## src/rtl/sertx_pkg.sv

```systemverilog
package sertx_pkg;

  localparam int LONG_W  = 9;
  localparam int FRAME_W = LONG_W + 2;
  localparam int LEN_W   = $clog2(FRAME_W + 1);

  typedef enum logic [2:0] {
    SRC_NONE,
    SRC_BRK,
    SRC_MARK,
    SRC_PRE,
    SRC_DATA
  } src_e;

  // Prescaler factor picked by the upper two code bits.
  function automatic int unsigned prescale_of(input logic [1:0] sel);
    case (sel)
      2'd0:    return 1;
      2'd1:    return 3;
      2'd2:    return 4;
      default: return 13;
    endcase
  endfunction

  // Clock cycles per serial bit.
  function automatic int unsigned bit_period(input logic [4:0] code);
    return prescale_of(code[4:3]) << code[2:0];
  endfunction

  // Number of bit times in a full frame: start + data + stop.
  function automatic logic [LEN_W-1:0] frame_bits(input logic long_mode);
    return long_mode ? LEN_W'(LONG_W + 2) : LEN_W'(LONG_W + 1);
  endfunction

  // Frame image, bit 0 sent first.
  function automatic logic [FRAME_W-1:0] pack_data(input logic [LONG_W-1:0] d,
                                                   input logic long_mode);
    if (long_mode) return {1'b1, d, 1'b0};
    else           return {2'b11, d[LONG_W-2:0], 1'b0};
  endfunction

endpackage

```

## src/rtl/sertx_baudgen.sv

```systemverilog
module sertx_baudgen #(
  parameter int CNT_W = 11
) (
  input  logic       clk,
  input  logic       rst_n,
  input  logic [4:0] code,
  output logic       tick
);
  import sertx_pkg::*;

  logic [CNT_W-1:0] cnt;
  logic [CNT_W-1:0] reload;

  always_comb reload = CNT_W'(bit_period(code) - 1);

  assign tick = (cnt == '0);

  always_ff @(posedge clk or negedge rst_n) begin
    if (!rst_n)    cnt <= '0;
    else if (tick) cnt <= reload;
    else           cnt <= cnt - 1'b1;
  end
endmodule

```

## src/rtl/sertx_shifter.sv

```systemverilog
module sertx_shifter #(
  parameter int FRAME_W = 11,
  parameter int LEN_W   = 4
) (
  input  logic               clk,
  input  logic               rst_n,
  input  logic               tick,
  input  logic               load,
  input  logic [FRAME_W-1:0] load_word,
  input  logic [LEN_W-1:0]   load_len,
  output logic               busy,
  output logic               last,
  output logic               line
);
  logic [FRAME_W-1:0] sh;
  logic [LEN_W-1:0]   left;

  assign last = busy && (left == LEN_W'(1));
  assign line = busy ? sh[0] : 1'b1;

  always_ff @(posedge clk or negedge rst_n) begin
    if (!rst_n) begin
      sh   <= '1;
      left <= '0;
      busy <= 1'b0;
    end else if (tick) begin
      if (load) begin
        sh   <= load_word;
        left <= load_len;
        busy <= 1'b1;
      end else if (busy) begin
        if (last) begin
          busy <= 1'b0;
        end else begin
          sh   <= {1'b1, sh[FRAME_W-1:1]};
          left <= left - 1'b1;
        end
      end
    end
  end
endmodule

```

## src/rtl/sertx_core.sv

```systemverilog
module sertx_core #(
  parameter int CNT_W = 11
) (
  input  logic       clk,
  input  logic       rst_n,
  input  logic       tx_en,
  input  logic       long_word,
  input  logic       brk_req,
  input  logic       tie,
  input  logic       tcie,
  input  logic [4:0] baud_code,
  input  logic       wr_stb,
  input  logic [8:0] wr_data,
  input  logic       clr_empty,
  input  logic       clr_done,
  output logic       txd,
  output logic       dreg_empty,
  output logic       tx_done,
  output logic       irq
);
  import sertx_pkg::*;

  logic tick;
  logic busy;
  logic last;
  logic load;
  logic [FRAME_W-1:0] load_word;
  logic [LEN_W-1:0]   load_len;
  src_e src;

  logic [LONG_W-1:0] hold_q;
  logic full_q;
  logic en_q;
  logic pre_pend;
  logic mark_pend;
  logic en_rise;
  logic slot;

  // Named events for the checker.
  logic ev_xfer;
  logic ev_brk;
  logic ev_end;

  sertx_baudgen #(.CNT_W(CNT_W)) u_baud (
    .clk  (clk),
    .rst_n(rst_n),
    .code (baud_code),
    .tick (tick)
  );

  sertx_shifter #(.FRAME_W(FRAME_W), .LEN_W(LEN_W)) u_shift (
    .clk      (clk),
    .rst_n    (rst_n),
    .tick     (tick),
    .load     (load),
    .load_word(load_word),
    .load_len (load_len),
    .busy     (busy),
    .last     (last),
    .line     (txd)
  );

  assign en_rise = tx_en && !en_q;
  assign slot    = tick && (!busy || last);

  // Frame source priority: break, trailing mark, preamble, data.
  always_comb begin
    src = SRC_NONE;
    if (slot) begin
      if (tx_en && brk_req)                src = SRC_BRK;
      else if (mark_pend)                  src = SRC_MARK;
      else if (tx_en && (pre_pend || en_rise)) src = SRC_PRE;
      else if (tx_en && full_q)            src = SRC_DATA;
    end
  end

  always_comb begin
    load_word = '1;
    load_len  = frame_bits(long_word);
    case (src)
      SRC_BRK:  load_word = '0;
      SRC_MARK: load_len  = LEN_W'(1);
      SRC_DATA: load_word = pack_data(hold_q, long_word);
      default:  load_word = '1;
    endcase
  end

  assign load    = (src != SRC_NONE);
  assign ev_xfer = (src == SRC_DATA);
  assign ev_brk  = (src == SRC_BRK);
  assign ev_end  = tick && last && !load;

  always_ff @(posedge clk or negedge rst_n) begin
    if (!rst_n) begin
      hold_q     <= '0;
      full_q     <= 1'b0;
      en_q       <= 1'b0;
      pre_pend   <= 1'b0;
      mark_pend  <= 1'b0;
      dreg_empty <= 1'b1;
      tx_done    <= 1'b1;
    end else begin
      en_q <= tx_en;

      if (!tx_en)              pre_pend <= 1'b0;
      else if (src == SRC_PRE) pre_pend <= 1'b0;
      else if (en_rise)        pre_pend <= 1'b1;

      if (ev_xfer)               mark_pend <= mark_pend;
      if (src == SRC_BRK)        mark_pend <= 1'b1;
      else if (src == SRC_MARK)  mark_pend <= 1'b0;

      if (wr_stb)       hold_q <= wr_data;
      if (wr_stb)       full_q <= 1'b1;
      else if (ev_xfer) full_q <= 1'b0;

      if (ev_xfer)        dreg_empty <= 1'b1;
      else if (clr_empty) dreg_empty <= 1'b0;

      if (ev_end)         tx_done <= 1'b1;
      else if (clr_done)  tx_done <= 1'b0;
    end
  end

  assign irq = (tie && dreg_empty) || (tcie && tx_done);

endmodule

```

## config.mk

```make
export PLATFORM = sky130hd
export DESIGN_NAME = sertx_core
export DESIGN_NICKNAME = d
export VERILOG_FILES = /design/src/rtl/sertx_pkg.sv /design/src/rtl/sertx_baudgen.sv /design/src/rtl/sertx_shifter.sv /design/src/rtl/sertx_core.sv
export SDC_FILE = /design/constraint.sdc
export NUM_CORES = 1
export LEC_CHECK = 0
export BUFFER_PORTS_ARGS = -buffer_cell sky130_fd_sc_hd__buf_4
export CORE_ASPECT_RATIO = 1.25
export CORE_UTILIZATION = 25
export CTS_CLUSTER_SIZE = 30
export DETAILED_ROUTE_END_ITERATION = 16
export PLACE_DENSITY = 0.49
export SKIP_LAST_GASP = 1
export SYNTH_ARGS = -nofsm -noshare
export SYNTH_HDL_FRONTEND = slang
export SYNTH_SLANG_ARGS = --single-unit
```

## constraint.sdc

```tcl
create_clock -name clk -period 3.4 [get_ports clk]
set_clock_uncertainty 0.15 [all_clocks]
set_input_delay 0.17 -clock clk [delete_from_list [all_inputs] [get_ports clk]]
set_output_delay 0.17 -clock clk [all_outputs]
set_load 0.02 [all_outputs]
```

; ---- Word level (Yosys, flattened, before mapping)
; Index checks and enable logic that the tools add are counted.
[totals]
ff_bits = 42
latch_bits = 0
mem_bits_rw = 0
mem_bits_ro = 0
input_bits = 24
output_inout_bits = 4
wordCells = 81
mem_count = 0
[op_classes]
n_addsub = 3
multipliers = 0
n_div = 0
magnitude_cmp = 0
n_eq_ne = 9
shift = 1
muxes = 32
bitwise_logic = 0
reduce_logical = 25
[op_table]
columns = op, count
row1 = two-way mux 11 bit, 4
row2 = case mux 11 bit (2 select lines), 1
row3 = subtractor 11 x 1 -> 11 bit (second input constant), 2
row4 = two-way mux 1 bit, 16
row5 = two-way mux 4 bit, 4
row6 = two-way mux 3 bit, 5
row7 = case mux 4 bit (3 select lines), 1
row8 = zero test 11 bit, 1
row9 = left shift 4 x 3 -> 11 bit, 1
row10 = logical AND 1 bit, 10
row11 = two-way mux 10 bit, 1
row12 = nonzero test 2 bit, 5
row13 = == test 3 x 2 -> 1 bit (second input constant), 2
row14 = == test 4 x 1 -> 1 bit (second input constant), 1
row15 = subtractor 4 x 1 -> 4 bit (second input constant), 1
row16 = == test 3 x 1 -> 1 bit (second input constant), 1
row17 = == test 3 bit (second input constant), 1
row18 = zero test 1 bit, 3
row19 = logical OR 1 bit, 3
row20 = != test 3 x 1 -> 1 bit (second input constant), 1
row21 = AND reduction 3 bit, 1
row22 = nonzero test 3 bit, 1
row23 = == test 2 x 1 -> 1 bit (second input constant), 1
row24 = == test 2 bit (second input constant), 1
row25 = other kinds (2), 2

; ---- Longest topological paths before layout
; Gate-level depths: netlist (run 1).
[logic_depth]
depth_word = 12
ltp_mapped = 12
depth_no_buf = 10

; ---- Hierarchy
; Synthesis (run 1) repeated with hierarchy kept, for this count alone.
[unflattened]
hier_cells = 254
hier_area_um2 = 2646.3
[modules_own_cells]
columns = mod, instances, cells_each, area_per_inst_um2, seq_area_each_um2
row1 = sertx_shifter, 1, 71, 929.6, 414.1
row2 = sertx_baudgen, 1, 107, 924.6, 275.3
row3 = sertx_core, 1, 76, 792.0, 377.9

; ---- Worst setup path after synthesis (run 1)
; No wires, ideal clock.
[synth_path]
path_type = reg2reg
start = reg u_baud.cnt[4]
end = reg u_baud.cnt[10]
setup_time_ps = 79
arrival_time_ps = 2374
required_ps = 3171
setup_slack_ps = 797
stages_incl_launch_ff = 12
path_buffers = 1
period_less_slack_ps = 2603
cell_sequence = dfrtp_1 -> or4_4 -> or3_1 -> buf_6 -> nor2_1 -> a31oi_1 -> ha_1 -> nand2_1 -> a31o_2 -> nor3_1 -> nand3_1 -> xor2_1
[synth_between]
elab_chain_cells = 2
word_cells_on_any_way = 3
classes_between = 1 x add/sub / 1 x mux / 1 x reduce/logical
[synth_lines]
columns = element, line
row1 = start: declaration, sertx_baudgen.sv:11  ; logic [CNT_W-1:0] cnt;
row2 = start signal: assignment, sertx_baudgen.sv:20  ; else if (tick) cnt <= reload;
row3 = start signal: assignment, sertx_baudgen.sv:21  ; else cnt <= cnt - 1'b1;
row4 = subtractor 11 x 1 -> 11 bit or zero test 11 bit (tied branches), "sertx_baudgen.sv:21, sertx_baudgen.sv:16"
row5 = two-way mux 11 bit *, sertx_baudgen.sv:20
; Every way passes the cells marked *; elsewhere a longest branch is shown, timed or not.
; A chain may end at the register's enable or synchronous reset.

; ---- Final worst setup path (run 1)
; Same ends and word-level chain as after synthesis.

==> results of run 1 <==
==> final timing paths <==
path	to	slack, ns	cells after the start
min	pre_pend	0.03	2
max in group asynchronous	u_shift.sh[7]	2.46	2
min in group asynchronous	u_shift.left[3]	0.25	2
min reg2reg	u_baud.cnt[0]	0.30	1
max	u_baud.cnt[10]	0.53	10
max reg2reg	u_baud.cnt[10]	0.53	10
==> placed cells by master (no fill, tap or decap), types with 2 or more instances in the layout <==
master | netlist | layout
xnor2_1 | 4 | 4
or3_1 | 2 | 2
nor3_1 | 8 | 8
dfstp_2 | 13 | 13
dlygate4sd3_1 | 0 | 13
ha_1 | 3 | 3
dfrtp_1 | 29 | 29
a31oi_1 | 14 | 14
mux2_2 | 10 | 10
buf_4 | 0 | 31
or4_4 | 2 | 2
nand2_1 | 33 | 33
nand2b_1 | 5 | 5
nand3b_1 | 3 | 3
clkbuf_8 | 0 | 5
a311oi_1 | 2 | 2
nor2_1 | 22 | 22
o21ai_0 | 11 | 11
inv_1 | 13 | 13
a21oi_1 | 16 | 16
nand3_1 | 3 | 3
nor2b_1 | 2 | 2
nor3b_1 | 3 | 3
xor2_1 | 4 | 4
o22ai_1 | 4 | 4
nor4_1 | 2 | 2
a41oi_1 | 2 | 2
o21bai_1 | 2 | 2
==> logic make-up after synthesis <==
kind of cell / synth area share
xor gates and xnor gates: 0.0306
AOI/OAI and AO/OA: 0.181
and+or+nand+nor: 0.204
muxes: 0.0492
adders and majority gates: 0.0208
DFF: 0.467
buffers and inverters: 0.0481
==> metal layers <==
layer	vias up	GRT usage	share of wire
met5	-	0	0
li1	948	-	-
met3	7	0.0273	0.035
met2	38	0.217	0.50
met1	938	0.154	0.45
met4	0	0.0363	0.013
==> power breakdown <==
part / internal, W / switching, W / leakage [nW]
clock network: 0.000145 / 0.000179 / 0.0452
registers: 0.000681 / 0.0000920 / 0.473
logic: 0.000234 / 0.000250 / 0.651
==> sequential cells by signal (all words and copies together) (netlist names) <==
register	count
u_baud.cnt	11
u_shift.sh	11
hold_q	9
u_shift.left	4
dreg_empty	1
en_q	1
full_q	1
mark_pend	1
pre_pend	1
tx_done	1
u_shift.busy	1
==> area by class of cell <==
type	count	area, um^2
Clock buffer	6	72.6
Sequential cell	42	1070
Timing Repair Buffer	44	363
Multi-Input combinational cell	179	1110
Tap cell	120	150
Fill cell	922	5970
Inverter	13	48.8
Clock inverter	2	13.8
==> through the flow <==
step	cells	total power, W	setup WS (ns)	util	cell area (um^2)
2_1_floorplan	248	0.00112	0.797	-	2290
4_1_cts	406	0.00160	0.522	0.321	2830
6_report	406	0.00158	0.533	0.321	2830
3_3_place_gp	385	0.00125	0.624	0.297	2610
5_1_grt	406	0.00171	0.306	0.321	2830
3_5_place_dp	385	0.00126	0.536	0.297	2610
==> reports/qor.yml, run 1 <==
run_status:
  status: "finished clean"
sta:
  tightest_slew_ns: 0.552
  finalHoldViolations: 0
  relSlewSlack: 0.632
  timing.hold.ws_ns: 0.0331
  finalMaxSlewViolations: 0
  period_needed_ns: 2.87
  rsz0062_at_grt: "no"
  setup-tns-final_ns: 0
  clock.fmax_ghz: 0.349
  finalCritPeriodShare: 0.843
  setup_violations: 0
route:
  drtPass1Iterations: 4
  ant_nets: 0
  wl_per_cell_um: 13.2
  via_count: 1931
  wirelength_um: 5360
  vias_per_cell: 4.76
  drt_iter0_markers: 107
  drc: 0
worst_setup_path:
  crit_buf_inv: 0
  crit_path_end_kind: "flop"
  worstSetupPathType: "flop to flop"
  r2r-start: "u_baud.cnt[4]"
  cp_data_arrival_time_ns: 2.94
  crit_family: "simple AND/OR/NAND/NOR gates"
  path_cells: "or4_4 > or3_1 > nor2_1 > a31oi_1 > ha_1 > nand2_1 > a31o_2 > nor3_1 > nand3_1 > xor2_1"
  critPathSlowestCell: "or4_4"
  cp-start-kind: "flop"
  crit_required_ns: 3.47
  path_max_fanout: 9
  max_stage_delay_ns: 0.57
  startpoint: "u_baud.cnt[4]"
synthesis:
  syn_area_per_cell_um2: 9.22
  synth_top_area_cell: "dfrtp_1"
  synthMostInstantiatedCell: "nand2_1"
  synth.distinct_cells: 50
  synth_area_leaders: "dfrtp_1 (32%), dfstp_2 (15%), nand2_1 (5.4%)"
  synthFlopType: "dfrtp_1"
  ys_ff_latch: 42
  yosysSeqAreaShare: 0.467
  netlist_area_mm2: 0.00229
  syn-instance-count: 248
  ys_warn_count: 0
  synth_top_area_share: 0.317
  syn_nets: 275
  synth-edff-count: 0
  synthTopCellsByCount: "nand2_1 (33), dfrtp_1 (29), nor2_1 (22)"
  async_reset_ff_frac: 1.00
clocking:
  post_cts_buffers: 0
  cts-root-buf: "clkbuf_8"
  ctsResizeCount: 0
  htreeDepth: 2
  cts_buffer_depth: 2
  insertion_delay_ns: 0.30
  cts_made_buffers: 5
  clk_pin_slew_ns: 0.08
  tritoncts: "yes"
  cts.sinks: 42
  holdBufCountCts: 13
global_routing:
  gr-total-overflow: 0
  grt_pass1_wl_um: 9400
  grt_pass1_vias: 2004
  grt_max_degree: 43
  grt.total_usage: 0.125
  antenna_found_initial: 0
final_layout:
  drive_above_1_share: 0.248
  nets: 312
  antennaDiodeCount: 0
  area_delta_synth_final_pct: 23.5
die:
  start_util: 0.260
  num_rows: 38
  dieArea_mm2: 0.00954
  fp.dieH_um: 109
  core_area_mm2: 0.00880
  ioPinCount: 28
  die_w_um: 87.6
min_path:
  min_from: "brk_req"
  worstHoldPathType: "primary input to flop"
pwr:
  p_leak_nw: 1.17
  powerDensity_mw_per_mm2: 560
  ir_drop_mv: 0.185
placement:
  dp_hpwl_um: 3870
  place_congestion: 0.794
  io_buffer_count: 27
run:
  max-cap-violations: 0
Power figures use the tool's default switching activity.
==> run 2: changes to the inputs <==
==> constraint.sdc (replaced) <==
create_clock -name clk -period 2.8 [get_ports clk]
set_clock_uncertainty 0.15 [all_clocks]
set_input_delay 0.14 -clock clk [delete_from_list [all_inputs] [get_ports clk]]
set_output_delay 0.14 -clock clk [all_outputs]
set_load 0.02 [all_outputs]
==> run 2 against run 1 <==
Effect of this change:
- sequential power is 21% higher
- cell count up 1.2%
- critical path depth unchanged
- register-to-register slack lost 0.41 ns
- hold slack worse by 0.013 ns
- sequential cell count unchanged
- largest cell class unchanged
==> reports/qor.yml, run 2 (synthesis gave the netlist of run 1 again) <==
pwr:
  totalPowerFinal_w: 0.00203
  p_leak_nw: 1.21
  powerDensity_mw_per_mm2: 703
  ir_drop_mv: 0.271
route:
  ant_nets: 0
  wirelength_um: 5460
  drt_iter0_markers: 99
  drc: 0
  vias_per_cell: 4.77
  drtPass1Iterations: 4
  wl_per_cell_um: 13.3
  via_count: 1961
final_layout:
  reg_top3: "u_baud.cnt: 11 flops, u_shift.sh: 11 flops, hold_q: 9 flops"
  final_area_mm2: 0.00289
  drive_above_1_share: 0.265
  nets: 317
  area_delta_synth_final_pct: 26.5
  final_common_cell: "buf_4"
  final_cell_mix: "buf_4 (35), nand2_1 (33), dfrtp_1 (29)"
  antennaDiodeCount: 0
global_routing:
  use_met2: 0.230
  gr-total-overflow: 0
  antenna_found_initial: 0
  grt_pass1_wl_um: 9490
  grt_max_degree: 43
  use_met3: 0.0182
  grt_pass1_vias: 2021
  use_met1: 0.149
  grt.total_usage: 0.127
  busiest_layer: "met2"
sta:
  rsz0062_at_grt: "no"
  setup_ws_ns: 0.123
  clock.fmax_ghz: 0.374
  tightest_slew_ns: 0.546
  setup-tns-final_ns: 0
  period_needed_ns: 2.68
  finalHoldViolations: 0
  timing.hold.ws_ns: 0.0202
  finalMaxSlewViolations: 0
  finalCritPeriodShare: 0.956
  relSlewSlack: 0.636
  setup_violations: 0
worst_setup_path:
  crit_path_end_kind: "flop"
  reg2reg_to: "u_baud.cnt[10]"
  startpoint: "u_baud.cnt[4]"
  r2r-start: "u_baud.cnt[4]"
  crit_required_ns: 2.87
  path_max_fanout: 4
  ff2ff_path_depth: 10
  worstSetupPathType: "flop to flop"
  ff2ff_setup_slack_ns: 0.12
  cp-start-kind: "flop"
  cp_data_arrival_time_ns: 2.75
min_path:
  hold_depth: 2
  min_from: "wr_stb"
  min_to: "full_q"
  worstHoldPathType: "primary input to flop"
clocking:
  post_cts_buffers: 0
  htreeDepth: 2
  cts.sinks: 42
  cts_buffer_depth: 2
  cts-root-buf: "clkbuf_8"
  cts_made_buffers: 5
  tritoncts: "yes"
  insertion_delay_ns: 0.30
  clk_pin_slew_ns: 0.08
placement:
  place_congestion: 0.803
  place_ws_ns: 0.104
  dp_hpwl_um: 3910
  dpl_cell_area_mm2: 0.00264
  io_buffer_count: 27
run_status:
  status: "finished clean"
die:
  start_util: 0.260
  die_w_um: 87.6
  ioPinCount: 28
  fp.dieH_um: 109
  core_area_mm2: 0.00880
  num_rows: 38
  dieArea_mm2: 0.00954
run:
  max-cap-violations: 0
-- run 2: changes by cell type in the layout (fill, tap and decap cells not counted), sizes merged --
cell / delta
dlygate4sd3: +1
bufinv: +1
inv: +1
clkinv: -1
buf: +4
clkbuf: -1
-- run 2: worst max-delay path, cell delays in order (launching register included) --
cell	delay (ns)
dfrtp_1	0.42
or4_4	0.57
or3_1	0.44
nor2_2	0.15
a31oi_1	0.12
ha_1	0.23
nand2_1	0.07
a31o_2	0.12
nor3_1	0.08
nand3_1	0.11
xor2_1	0.14
-- run 2: layout make-up --
| type | instances | area [um^2] |
|---|---|---|
| timing repair buffer | 49 | 403 |
| fill | 935 | 5900 |
| multi-input combinational | 179 | 1110 |
| sequential | 42 | 1070 |
| inverter | 13 | 48.8 |
| tap | 120 | 150 |
| clock inverter | 3 | 43.8 |
| clock buffer | 5 | 68.8 |
-- run 2: layer usage --
layer	part of all wire	up-vias
met3	0.028	14
met4	0.018	0
li1	-	957
met5	0	-
met1	0.44	950
met2	0.51	40
-- run 2: worst max path at each step --
stage | endpoint | slack [ns] | depth (start not counted)
finish | u_baud.cnt[10] | 0.12 | 10
global route | u_baud.cnt[10] | 0.02 | 10
CTS | u_baud.cnt[10] | 0.09 | 10
detailed placement | u_baud.cnt[6] | 0.10 | 9
global placement | u_baud.cnt[10] | 0.19 | 10
floorplan | u_baud.cnt[10] | 0.20 | 11
-- run 2: metrics by stage --
step	util	cells
after CTS	0.329	411
after global placement	0.300	389
after floorplan	-	248
after detailed placement	0.300	389
final	0.329	411
after global routing	0.329	411
-- run 2: power by group --
| group | switching, W | leakage, nW | total, W | internal [W] |
|---|---|---|---|---|
| combinational | 0.000309 | 0.674 | 0.000602 | 0.000294 |
| sequential | 0.000111 | 0.473 | 0.000938 | 0.000827 |
| clock | 0.000225 | 0.0585 | 0.000493 | 0.000267 |
-- run 2: timing repair --
| action | in CTS | in global routing |
|---|---|---|
| hold endpoints to repair | 42 | 0 |
| resized for setup | 0 | 1 |
| hold buffers | 14 | 0 |
| endpoints found under the setup margin | 0 | 3 |
